[src/rtl/dpx_pkg.sv]
package dpx_pkg;

    localparam int WORD_W  = 32;
    localparam int REG_N   = 16;
    localparam int RIDX_W  = $clog2(REG_N);
    localparam int IMM8_W  = 8;
    localparam int ROTF_W  = 4;
    localparam logic [3:0] COND_ALWAYS = 4'b1110;

    typedef enum logic [3:0] {
        OP_AND = 4'b0000, OP_EOR = 4'b0001, OP_SUB = 4'b0010, OP_RSB = 4'b0011,
        OP_ADD = 4'b0100, OP_ADC = 4'b0101, OP_SBC = 4'b0110, OP_RSC = 4'b0111,
        OP_TST = 4'b1000, OP_TEQ = 4'b1001, OP_CMP = 4'b1010, OP_CMN = 4'b1011,
        OP_ORR = 4'b1100, OP_MOV = 4'b1101, OP_BIC = 4'b1110, OP_MVN = 4'b1111
    } alu_op_e;

    typedef struct packed {
        logic n;
        logic z;
        logic c;
        logic v;
    } nzcv_t;

    typedef struct packed {
        logic                exec;
        alu_op_e             op;
        logic                use_imm;
        logic                upd_flags;
        logic                wr_rd;
        logic [RIDX_W-1:0]   rn;
        logic [RIDX_W-1:0]   rd;
        logic [RIDX_W-1:0]   rm;
        logic [WORD_W-1:0]   imm;
    } dec_t;

    // compare-only opcodes share the 10xx prefix
    function automatic logic is_test(input alu_op_e op);
        return op[3:2] == 2'b10;
    endfunction

    function automatic logic is_arith(input alu_op_e op);
        return (op inside {OP_SUB, OP_RSB, OP_ADD, OP_ADC, OP_SBC, OP_RSC,
                           OP_CMP, OP_CMN});
    endfunction

    // 8-bit constant rotated right by twice the 4-bit field
    function automatic logic [WORD_W-1:0] expand_imm(input logic [11:0] f);
        logic [2*WORD_W-1:0] dbl;
        logic [WORD_W-1:0]   base;
        int unsigned         amt;
        base = {{(WORD_W-IMM8_W){1'b0}}, f[IMM8_W-1:0]};
        amt  = 2 * int'(f[IMM8_W +: ROTF_W]);
        dbl  = {base, base} >> amt;
        return dbl[WORD_W-1:0];
    endfunction

endpackage

[src/rtl/dpx_decode.sv]
module dpx_decode
    import dpx_pkg::*;
(
    input  logic              valid,
    input  logic [WORD_W-1:0] word,
    output dec_t              dec
);
    logic    runs;
    alu_op_e op;

    assign runs = valid && (word[31:28] == COND_ALWAYS) && (word[27:26] == 2'b00);
    assign op   = alu_op_e'(word[24:21]);

    always_comb begin
        dec           = '0;
        dec.exec      = runs;
        dec.op        = op;
        dec.use_imm   = word[25];
        dec.upd_flags = runs && (word[20] || is_test(op));
        dec.wr_rd     = runs && !is_test(op);
        dec.rn        = word[19:16];
        dec.rd        = word[15:12];
        dec.rm        = word[RIDX_W-1:0];
        dec.imm       = expand_imm(word[11:0]);
    end
endmodule

[src/rtl/dpx_regfile.sv]
module dpx_regfile
    import dpx_pkg::*;
#(
    parameter int DEPTH = REG_N,
    parameter int WIDTH = WORD_W,
    localparam int AW   = $clog2(DEPTH)
) (
    input  logic             clk,
    input  logic             rst,
    input  logic             we,
    input  logic [AW-1:0]    waddr,
    input  logic [WIDTH-1:0] wdata,
    input  logic [AW-1:0]    raddr_a,
    input  logic [AW-1:0]    raddr_b,
    input  logic [AW-1:0]    raddr_d,
    output logic [WIDTH-1:0] rdata_a,
    output logic [WIDTH-1:0] rdata_b,
    output logic [WIDTH-1:0] rdata_d
);
    logic [WIDTH-1:0] mem [DEPTH];

    for (genvar g = 0; g < DEPTH; g++) begin : g_entry
        always_ff @(posedge clk) begin
            if (rst)
                mem[g] <= '0;
            else if (we && (waddr == AW'(g)))
                mem[g] <= wdata;
        end
    end

    assign rdata_a = mem[raddr_a];
    assign rdata_b = mem[raddr_b];
    assign rdata_d = mem[raddr_d];
endmodule

[src/rtl/dpx_alu.sv]
module dpx_alu
    import dpx_pkg::*;
(
    input  alu_op_e           op,
    input  logic [WORD_W-1:0] opa,
    input  logic [WORD_W-1:0] opb,
    input  nzcv_t             fl_in,
    output logic [WORD_W-1:0] res,
    output nzcv_t             fl_out
);
    logic [WORD_W-1:0] x, y, lres;
    logic              ci;
    logic [WORD_W:0]   sum;

    // every arithmetic opcode maps onto x + y + ci
    always_comb begin
        x  = opa;
        y  = opb;
        ci = 1'b0;
        unique case (op)
            OP_SUB, OP_CMP: begin y = ~opb; ci = 1'b1;     end
            OP_RSB:         begin x = opb; y = ~opa; ci = 1'b1; end
            OP_ADC:         begin ci = fl_in.c;           end
            OP_SBC:         begin y = ~opb; ci = fl_in.c;  end
            OP_RSC:         begin x = opb; y = ~opa; ci = fl_in.c; end
            default:        ;
        endcase
    end

    assign sum = {1'b0, x} + {1'b0, y} + {{WORD_W{1'b0}}, ci};

    always_comb begin
        unique case (op)
            OP_AND, OP_TST: lres = opa & opb;
            OP_EOR, OP_TEQ: lres = opa ^ opb;
            OP_ORR:         lres = opa | opb;
            OP_BIC:         lres = opa & ~opb;
            OP_MOV:         lres = opb;
            default:        lres = ~opb;
        endcase
    end

    always_comb begin
        if (is_arith(op)) begin
            res      = sum[WORD_W-1:0];
            fl_out.c = sum[WORD_W];
            fl_out.v = (x[WORD_W-1] == y[WORD_W-1]) && (sum[WORD_W-1] != x[WORD_W-1]);
        end else begin
            res      = lres;
            fl_out.c = fl_in.c;
            fl_out.v = fl_in.v;
        end
        fl_out.n = res[WORD_W-1];
        fl_out.z = (res == '0);
    end
endmodule

[src/rtl/dpx_exec.sv]
module dpx_exec
    import dpx_pkg::*;
(
    input  logic        clk,
    input  logic        rst,
    input  logic        instr_valid,
    input  logic [31:0] instr_word,
    input  logic [3:0]  dbg_addr,
    output logic [31:0] dbg_data,
    output logic        flag_n,
    output logic        flag_z,
    output logic        flag_c,
    output logic        flag_v
);
    dec_t              dec;
    nzcv_t             flags, alu_fl;
    logic [WORD_W-1:0] rs_a, rs_b, op2, alu_res;

    dpx_decode u_dec (
        .valid (instr_valid),
        .word  (instr_word),
        .dec   (dec)
    );

    dpx_regfile #(.DEPTH(REG_N), .WIDTH(WORD_W)) u_rf (
        .clk     (clk),
        .rst     (rst),
        .we      (dec.wr_rd),
        .waddr   (dec.rd),
        .wdata   (alu_res),
        .raddr_a (dec.rn),
        .raddr_b (dec.rm),
        .raddr_d (dbg_addr),
        .rdata_a (rs_a),
        .rdata_b (rs_b),
        .rdata_d (dbg_data)
    );

    assign op2 = dec.use_imm ? dec.imm : rs_b;

    dpx_alu u_alu (
        .op     (dec.op),
        .opa    (rs_a),
        .opb    (op2),
        .fl_in  (flags),
        .res    (alu_res),
        .fl_out (alu_fl)
    );

    always_ff @(posedge clk) begin
        if (rst)
            flags <= '0;
        else if (dec.upd_flags)
            flags <= alu_fl;
    end

    assign flag_n = flags.n;
    assign flag_z = flags.z;
    assign flag_c = flags.c;
    assign flag_v = flags.v;

    // non-always condition or bad class bits: state untouched
    p_noexec_r2: assert property (@(posedge clk) disable iff (rst)
        (instr_valid && (instr_word[31:28] != COND_ALWAYS)) |=> $stable(flags));

    // idle cycles leave the flags alone
    p_idle_r11: assert property (@(posedge clk) disable iff (rst)
        !instr_valid |=> $stable(flags));

    // compare-only opcodes must not disturb any register seen on the debug port
    p_testop_r10: assert property (@(posedge clk) disable iff (rst)
        (dec.exec && is_test(dec.op)) |=> ((dbg_addr != $past(dbg_addr)) || $stable(dbg_data)));

    // logical ops keep carry and overflow
    p_logic_cv_r9: assert property (@(posedge clk) disable iff (rst)
        (dec.upd_flags && !is_arith(dec.op)) |=> $stable({flag_c, flag_v}));

    // zero and negative follow the result that was produced
    p_zflag_r8: assert property (@(posedge clk) disable iff (rst)
        dec.upd_flags |=> (flag_z == ($past(alu_res) == '0)));

    p_nflag_r8: assert property (@(posedge clk) disable iff (rst)
        dec.upd_flags |=> (flag_n == $past(alu_res[WORD_W-1])));

    // flag-free writing instructions keep the flags
    p_noset_r8: assert property (@(posedge clk) disable iff (rst)
        (dec.exec && !dec.upd_flags) |=> $stable(flags));
endmodule

[config.mk]
export PLATFORM = sky130hd
export DESIGN_NAME = dpx_exec
export DESIGN_NICKNAME = d
export VERILOG_FILES = /design/src/rtl/dpx_pkg.sv /design/src/rtl/dpx_decode.sv /design/src/rtl/dpx_regfile.sv /design/src/rtl/dpx_alu.sv /design/src/rtl/dpx_exec.sv
export SDC_FILE = /design/constraint.sdc
export NUM_CORES = 1
export LEC_CHECK = 0
export BUFFER_PORTS_ARGS = -buffer_cell sky130_fd_sc_hd__buf_2
export CAP_MARGIN = 20
export CORE_AREA = 2 2 286 288
export CTS_CLUSTER_DIAMETER = 120
export DETAILED_ROUTE_END_ITERATION = 7
export DIE_AREA = 0 0 288 290
export MAX_ROUTING_LAYER = met4
export PLACE_DENSITY = 0.67
export SYNTH_ARGS = -nofsm -noshare
export SYNTH_HDL_FRONTEND = slang
export SYNTH_SLANG_ARGS = --single-unit
[constraint.sdc]
create_clock -name clk -period 7.65 [get_ports clk]
set_clock_uncertainty 0.1 [all_clocks]
set_input_delay 1.9125 -clock clk [delete_from_list [all_inputs] [get_ports clk]]
set_output_delay 1.9125 -clock clk [all_outputs]
set_load 0.02 [all_outputs]
==> results.md, run 1 <==
- Run status: completed
- Post-layout minimum cycle time: 7.32 ns
- Number of nets in the finished design: 3082
- Post_cts resized: 0
- Standard cell with the maximum stage delay on the critical path: sky130_fd_sc_hd__nor2_1
- Initial drt markers: 5419
- Last weighted congestion value of the routability-driven placer: 1.02
- Distinct cell type count after synthesis: 103
- Mapped Cells: 2883
- X dimension of the die: 288 um
- Sequential group share of total power: 0.397
- Highest cell delay on the worst timing path: 0.87 ns
- Total gr overflow: 0
- ANT nets after route: 0
- Leak: 14.9 nW
- CP Capture Type: flop
- Share of cells above drive strength 1: 0.303
- Setup repair after global routing missed its margin: no
- TritonCTS clock tree: done
- Worst Hold Class: flop to flop
- Crit path max fanout: 15
- Post-CTS Setup Bufs: 0
- Top cell by count, worst path: sky130_fd_sc_hd__buf_4
- Share of power burned in the clock network: 0.320
- Largest net degree at the start of global routing: 68
- Routed wire per std cell: 34.3 um
- Synth top area cells: sky130_fd_sc_hd__edfxtp_1 (43%), sky130_fd_sc_hd__mux4_2 (24%), sky130_fd_sc_hd__nor2_1 (6.3%)
- Leading area contributor after synthesis: sky130_fd_sc_hd__edfxtp_1
- Area share of the largest cell type after synthesis: 0.427
- Top_reg_cell synth: sky130_fd_sc_hd__edfxtp_1
- Power density over the cells: 205 nW/um^2
- Core ar.: 80200 um^2
- Data required, critical path: 8.12 ns
- Initial antenna violation count: 4
- H-tree Lvls: 2
- Worst skew pair latency: 0.63 ns
- Synthesis-stage register bit count: 516
- Count of max-cap constraint violations: 0
- Critical path type: input pin to flop
- Per-cell via count in the routed design: 7.18
- Number of nets in the synthesized netlist: 2987
- Initial core utilization: 0.449
- Clock Path Buffers: 3
- Wire length of the first global-routing pass: 201 mm
- Startpoint type of the worst setup path: input pin
- IO Count: 75
- Worst vdd rail ir drop: 0.165 mV
- Depth of the worst register-to-register path: 19
- Warnings, synthesis: 0
- Num rows: 104
- Post-Route Utilization: 0.502
- HPWL after detailed placement: 93.1 mm
- Net Sw Frac: 0.326
- Final count of pins violating max slew: 0
- Portion of total power attributed to combinational logic: 0.283
- Via count of the first global-routing pass: 28609
- Internal Pwr Total: 5.56 mW
- Detailed-route via count: 29313
- Post-detailed-routing wire length: 140 mm
- Most frequent cells after synthesis: sky130_fd_sc_hd__nor2_1 (603), sky130_fd_sc_hd__edfxtp_1 (512), sky130_fd_sc_hd__mux4_2 (385)
- Sink Count: 516
- Overall die area: 83500 um^2
- Number of flops mapped to enable cells by yosys: 512
- Maximum clock frequency: 137 MHz
- Setup slack of the worst register-to-register path: 1.62 ns
- Count of endpoints failing hold in the final timing report: 0
- Area growth from synthesis to layout: 11.6%
- CP cell instances: buf_6 > buf_4 > nor2_1 > a21oi_1 > nand3_1 > o21ai_0 > a21oi_1 > buf_4 > a22oi_1 > o31ai_1 > ha_1 > and3_1 > a221o_1 > a211oi_1 > o21ai_0 > or3_1 > a32oi_1 > buf_4 > or4_1 > and4_1 > nand4_1 > nor4_1 > a31o_1
- Mean Syn Cell Area: 12.5 um^2
- Netlist Area Pre-Place: 36000 um^2
- Total DRC errors in the routed layout: 0
- Total of endpoints with negative setup slack in the final report: 0
- Arrival @ worst endpoint: 7.79 ns
- Proportion of synthesized chip area in sequential cells: 0.429
- Root Buffer: sky130_fd_sc_hd__clkbuf_16
- Relative slew slack: 0.132
- CTS buffer count: 52
- CTS clock-pin slew for the worst setup and hold paths: 0.06 ns
- Number of search-and-repair iterations in the first detailed-routing pass: 6
- Number of cells traversed by the worst hold path: 2
- Height of the die: 290 um
- Actual transition at the worst max-transition pin: 1.30 ns
- Hold_buf cts: 0
- Synth async-reset ratio: 0
- Buffers added on ports: 74
- Crit share post-route: 0.957
- Dominant cell by count in the synthesized netlist: sky130_fd_sc_hd__nor2_1
- Total net switching power: 2.68 mW
- All-layer global routing usage: 0.342
- Hold Worst Slack: 0.351 ns
-- worst max-delay path: cells and delay by family --
| kind | cells | cell delay, ns |
|---|---|---|
| AND/OR/NAND/NOR | 8 | 2.31 |
| adder cells (fa/ha/maj) | 1 | 0.33 |
| AO/OA/AOI/OAI | 10 | 2.41 |
| buffers and inverters | 4 | 0.77 |
-- logic make-up (layout without fill, tap and decap cells) --
family                     Yosys count  in the layout  share of synthesized area
other                                0              3                          0
muxes                              561            561                      0.292
adders and majority gates           65             65                     0.0230
AOI/OAI and AO/OA                  470            470                     0.0969
xor gates and xnor gates            24             24                    0.00583
DFF                                516            516                      0.429
and+or+nand+nor                    941            941                      0.111
buffers and inverters              306            443                     0.0418
-- power groups by stage --
stage | clock network [mW] | registers (mW) | logic, mW
2_1_floorplan | 0 | 3.30 | 1.42
3_3_place_gp | 0 | 3.31 | 2.23
3_5_place_dp | 0 | 3.33 | 2.26
4_1_cts | 2.64 | 3.27 | 2.27
5_1_grt | 2.74 | 3.28 | 2.44
6_report | 2.64 | 3.27 | 2.34
-- layer usage --
metal	wire length, um	GRT usage	vias up
met1	47900	0.440	14570
met5	0	-	-
met2	63200	0.502	2750
met4	7820	0.164	0
met3	21300	0.0938	466
li1	-	-	11527
-- per-stage QoR --
stage | cell area, um^2 | total power, mW | instances | TNS, ns | setup slack [ns]
after floorplan | 36000 | 4.71 | 2883 | 0 | 0.336
after global placement | 38500 | 5.55 | 3983 | -3.82 | -0.197
after detailed placement | 38500 | 5.59 | 3984 | -2.82 | -0.186
after CTS | 40200 | 8.18 | 4080 | 0 | 0.430
after global routing | 40200 | 8.47 | 4082 | 0 | 0.0792
final | 40200 | 8.25 | 4083 | 0 | 0.332
-- layout make-up --
type | count | area [um^2]
Antenna cell | 3 | 7.51
Clock buffer | 60 | 1370
Clock inverter | 36 | 354
Fill cell | 6874 | 39900
Inverter | 35 | 131
Multi-Input combinational cell | 2061 | 19200
Sequential cell | 516 | 15500
Tap cell | 1060 | 1330
Timing Repair Buffer | 312 | 2390
-- sequential cells by signal, summed over array words and instances, names as in the netlist --
signal / count
u_rf.mem: 512
flag_c: 1
flag_z: 1
flag_n: 1
flag_v: 1
-- final timing paths --
path	from	endpoint
min reg2reg	flag_v	flag_v
max	instr_word[1]	flag_z
max reg2reg	u_rf.mem[10][0]	flag_z
min	flag_v	flag_v
-- cell usage in the layout (no fill, tap or decap), types with 22 or more instances in the layout --
cell type,instances
sky130_fd_sc_hd__ha_1,63
sky130_fd_sc_hd__edfxtp_1,512
sky130_fd_sc_hd__buf_2,66
sky130_fd_sc_hd__nand2_1,126
sky130_fd_sc_hd__clkbuf_16,54
sky130_fd_sc_hd__a22oi_1,28
sky130_fd_sc_hd__nor2_1,601
sky130_fd_sc_hd__nor3_1,30
sky130_fd_sc_hd__inv_1,29
sky130_fd_sc_hd__nand3_1,37
sky130_fd_sc_hd__nor2b_1,27
sky130_fd_sc_hd__o211ai_1,22
sky130_fd_sc_hd__mux2_2,29
sky130_fd_sc_hd__mux2i_1,142
sky130_fd_sc_hd__a21oi_1,78
sky130_fd_sc_hd__mux4_2,385
sky130_fd_sc_hd__o21ai_0,90
sky130_fd_sc_hd__buf_4,225
No activity file was read; power rests on OpenSTA's default activity.
==> run 2: changes to the inputs <==
CORE_AREA = 2 2 257 322   (was 2 2 286 288)
DIE_AREA = 0 0 259 324   (was 0 0 288 290)
PLACE_DENSITY = 0.66   (was 0.67)
==> results.md, run 2 (synthesis gave the netlist of run 1 again) <==
- Area growth from synthesis to layout: 11.9%
- CTS clock-pin slew for the worst setup and hold paths: 0.07 ns
- Design area: 40300 um^2
- Critical path type: input pin to flop
- Relative slew slack: 0.237
- IO Count: 75
- Overall die area: 83900 um^2
- Maximum clock frequency: 137 MHz
- Routed met2 length: 65.8 mm
- Sequential group share of total power: 0.397
- Per-cell via count in the routed design: 7.18
- Register bank with the most flops: u_rf.mem
- Data required, critical path: 7.86 ns
- Post_cts resized: 0
- Sum of routed wire segments on met1: 47.8 mm
- HPWL after detailed placement: 93.1 mm
- Crit path max fanout: 17
- X dimension of the die: 259 um
- All-layer global routing usage: 0.349
- Initial antenna violation count: 3
- ANT nets after route: 0
- Wire length of the first global-routing pass: 203 mm
- Hold_buf cts: 0
- Most frequent cells in the layout: sky130_fd_sc_hd__nor2_1 (601), sky130_fd_sc_hd__edfxtp_1 (512), sky130_fd_sc_hd__mux4_2 (385)
- CP Capture Type: flop
- Routed wire per std cell: 34.8 um
- Count of max-cap constraint violations: 0
- Arrival @ worst endpoint: 7.51 ns
- Worst skew pair latency: 0.60 ns
- Via count of the first global-routing pass: 28998
- Num rows: 117
- Initial core utilization: 0.445
- Detailed-route via count: 29510
- Number of search-and-repair iterations in the first detailed-routing pass: 6
- Total gr overflow: 0
- Post-Route Utilization: 0.498
- Total net switching power: 2.67 mW
- Number of nets in the finished design: 3104
- Most frequent standard cell in the layout excluding fill and tap cells: sky130_fd_sc_hd__nor2_1
- Post-CTS Setup Bufs: 0
- Post-detailed-routing wire length: 143 mm
- CTS buffer count: 49
- Worst vdd rail ir drop: 0.147 mV
- Core ar.: 81000 um^2
- Net Sw Frac: 0.324
- Sink Count: 516
- Share of cells above drive strength 1: 0.305
- Clock Path Buffers: 3
- Run status: completed
- Buffers added on ports: 74
- Actual transition at the worst max-transition pin: 1.14 ns
- Total DRC errors in the routed layout: 0
- Flip-flop count of the largest register, all copies and words added: 512
- Total of endpoints with negative setup slack in the final report: 0
- Initial drt markers: 5141
- Last weighted congestion value of the routability-driven placer: 1.02
- Final count of pins violating max slew: 0
- Top sig layer: met4
- Startpoint type of the worst setup path: input pin
- Leak: 14.9 nW
- Placed standard-cell area: 38700 um^2
- Internal Pwr Total: 5.57 mW
- Share of power burned in the clock network: 0.319
- Post-layout minimum cycle time: 7.31 ns
- Post-Layout Cell Count: 4111
- Largest net degree at the start of global routing: 69
- Power density over the cells: 204 nW/um^2
- Wire length on met3: 18.7 mm
- TritonCTS clock tree: done
- Root Buffer: sky130_fd_sc_hd__clkbuf_16
- Portion of total power attributed to combinational logic: 0.284
- Crit share post-route: 0.955
- Count of endpoints failing hold in the final timing report: 0
- Worst Hold Class: flop to flop
- Height of the die: 324 um
- Setup repair after global routing missed its margin: no
- Post-route setup TNS: 0 ns
- H-tree Lvls: 2
- Cell count after placement: 4020
run 2: through the flow:
stage / hold WS [ns] / total power [mW] / worst slack, ns
final: 0.366 / 8.23 / 0.344
after global routing: 0.400 / 8.43 / 0.218
after CTS: 0.383 / 8.17 / 0.574
after detailed placement: 0.373 / 5.59 / -0.00495
after global placement: 0.367 / 5.56 / -0.00429
after floorplan: 0.430 / 4.71 / 0.336
run 2: final cells by class:
| cell class | instances | area [um^2] |
|---|---|---|
| repair buffers | 337 | 2560 |
| clock inverters | 28 | 383 |
| multi-input cells | 2061 | 19200 |
| clock buffers | 61 | 1270 |
| diodes | 2 | 5.00 |
| well taps | 1071 | 1340 |
| inverters | 35 | 131 |
| flip-flops and latches | 516 | 15500 |
| fillers | 6847 | 40600 |
run 2: path summary, 6_finish.rpt:
| kind | from | endpoint | slack, ns | cells past startpoint |
|---|---|---|---|---|
| worst min register to register | flag_v | flag_v | 0.37 | 2 |
| worst min-delay path | flag_v | flag_v | 0.37 | 2 |
| worst max register to register | u_rf.mem[12][0] | u_rf.mem[14][28] | 1.40 | 19 |
| worst max-delay path | instr_word[0] | u_rf.mem[14][28] | 0.34 | 20 |
run 2: worst max-delay path, stage by stage:
cell and delay (ns):
sky130_fd_sc_hd__buf_8 0.13, sky130_fd_sc_hd__mux4_2 0.50, sky130_fd_sc_hd__mux2i_1 0.20, sky130_fd_sc_hd__o22ai_1 0.17
sky130_fd_sc_hd__a31oi_1 0.51, sky130_fd_sc_hd__mux2i_1 0.20, sky130_fd_sc_hd__fa_1 0.49, sky130_fd_sc_hd__fa_1 0.49
sky130_fd_sc_hd__a21o_1 0.21, sky130_fd_sc_hd__a221o_1 0.34, sky130_fd_sc_hd__a211oi_1 0.41, sky130_fd_sc_hd__o21ai_0 0.35
sky130_fd_sc_hd__or3_1 0.42, sky130_fd_sc_hd__a32oi_1 0.31, sky130_fd_sc_hd__nand2b_1 0.11, sky130_fd_sc_hd__a21oi_1 0.20
sky130_fd_sc_hd__xnor2_1 0.11, sky130_fd_sc_hd__a21oi_2 0.20, sky130_fd_sc_hd__buf_12 0.17, sky130_fd_sc_hd__nor2_1 0.07
run 2: power groups by stage:
stage	clock network [mW]	logic, mW	registers, mW
finish	2.62	2.34	3.27
global route	2.71	2.44	3.28
CTS	2.62	2.28	3.26
detailed placement	0	2.27	3.33
global placement	0	2.24	3.31
floorplan	0	1.42	3.30
run 2: routing by layer:
| metal | vias up | GRT usage |
|---|---|---|
| li1 | 11570 | - |
| met1 | 14702 | 0.419 |
| met2 | 2602 | 0.542 |
| met3 | 636 | 0.0782 |
| met4 | 0 | 0.205 |
| met5 | - | - |
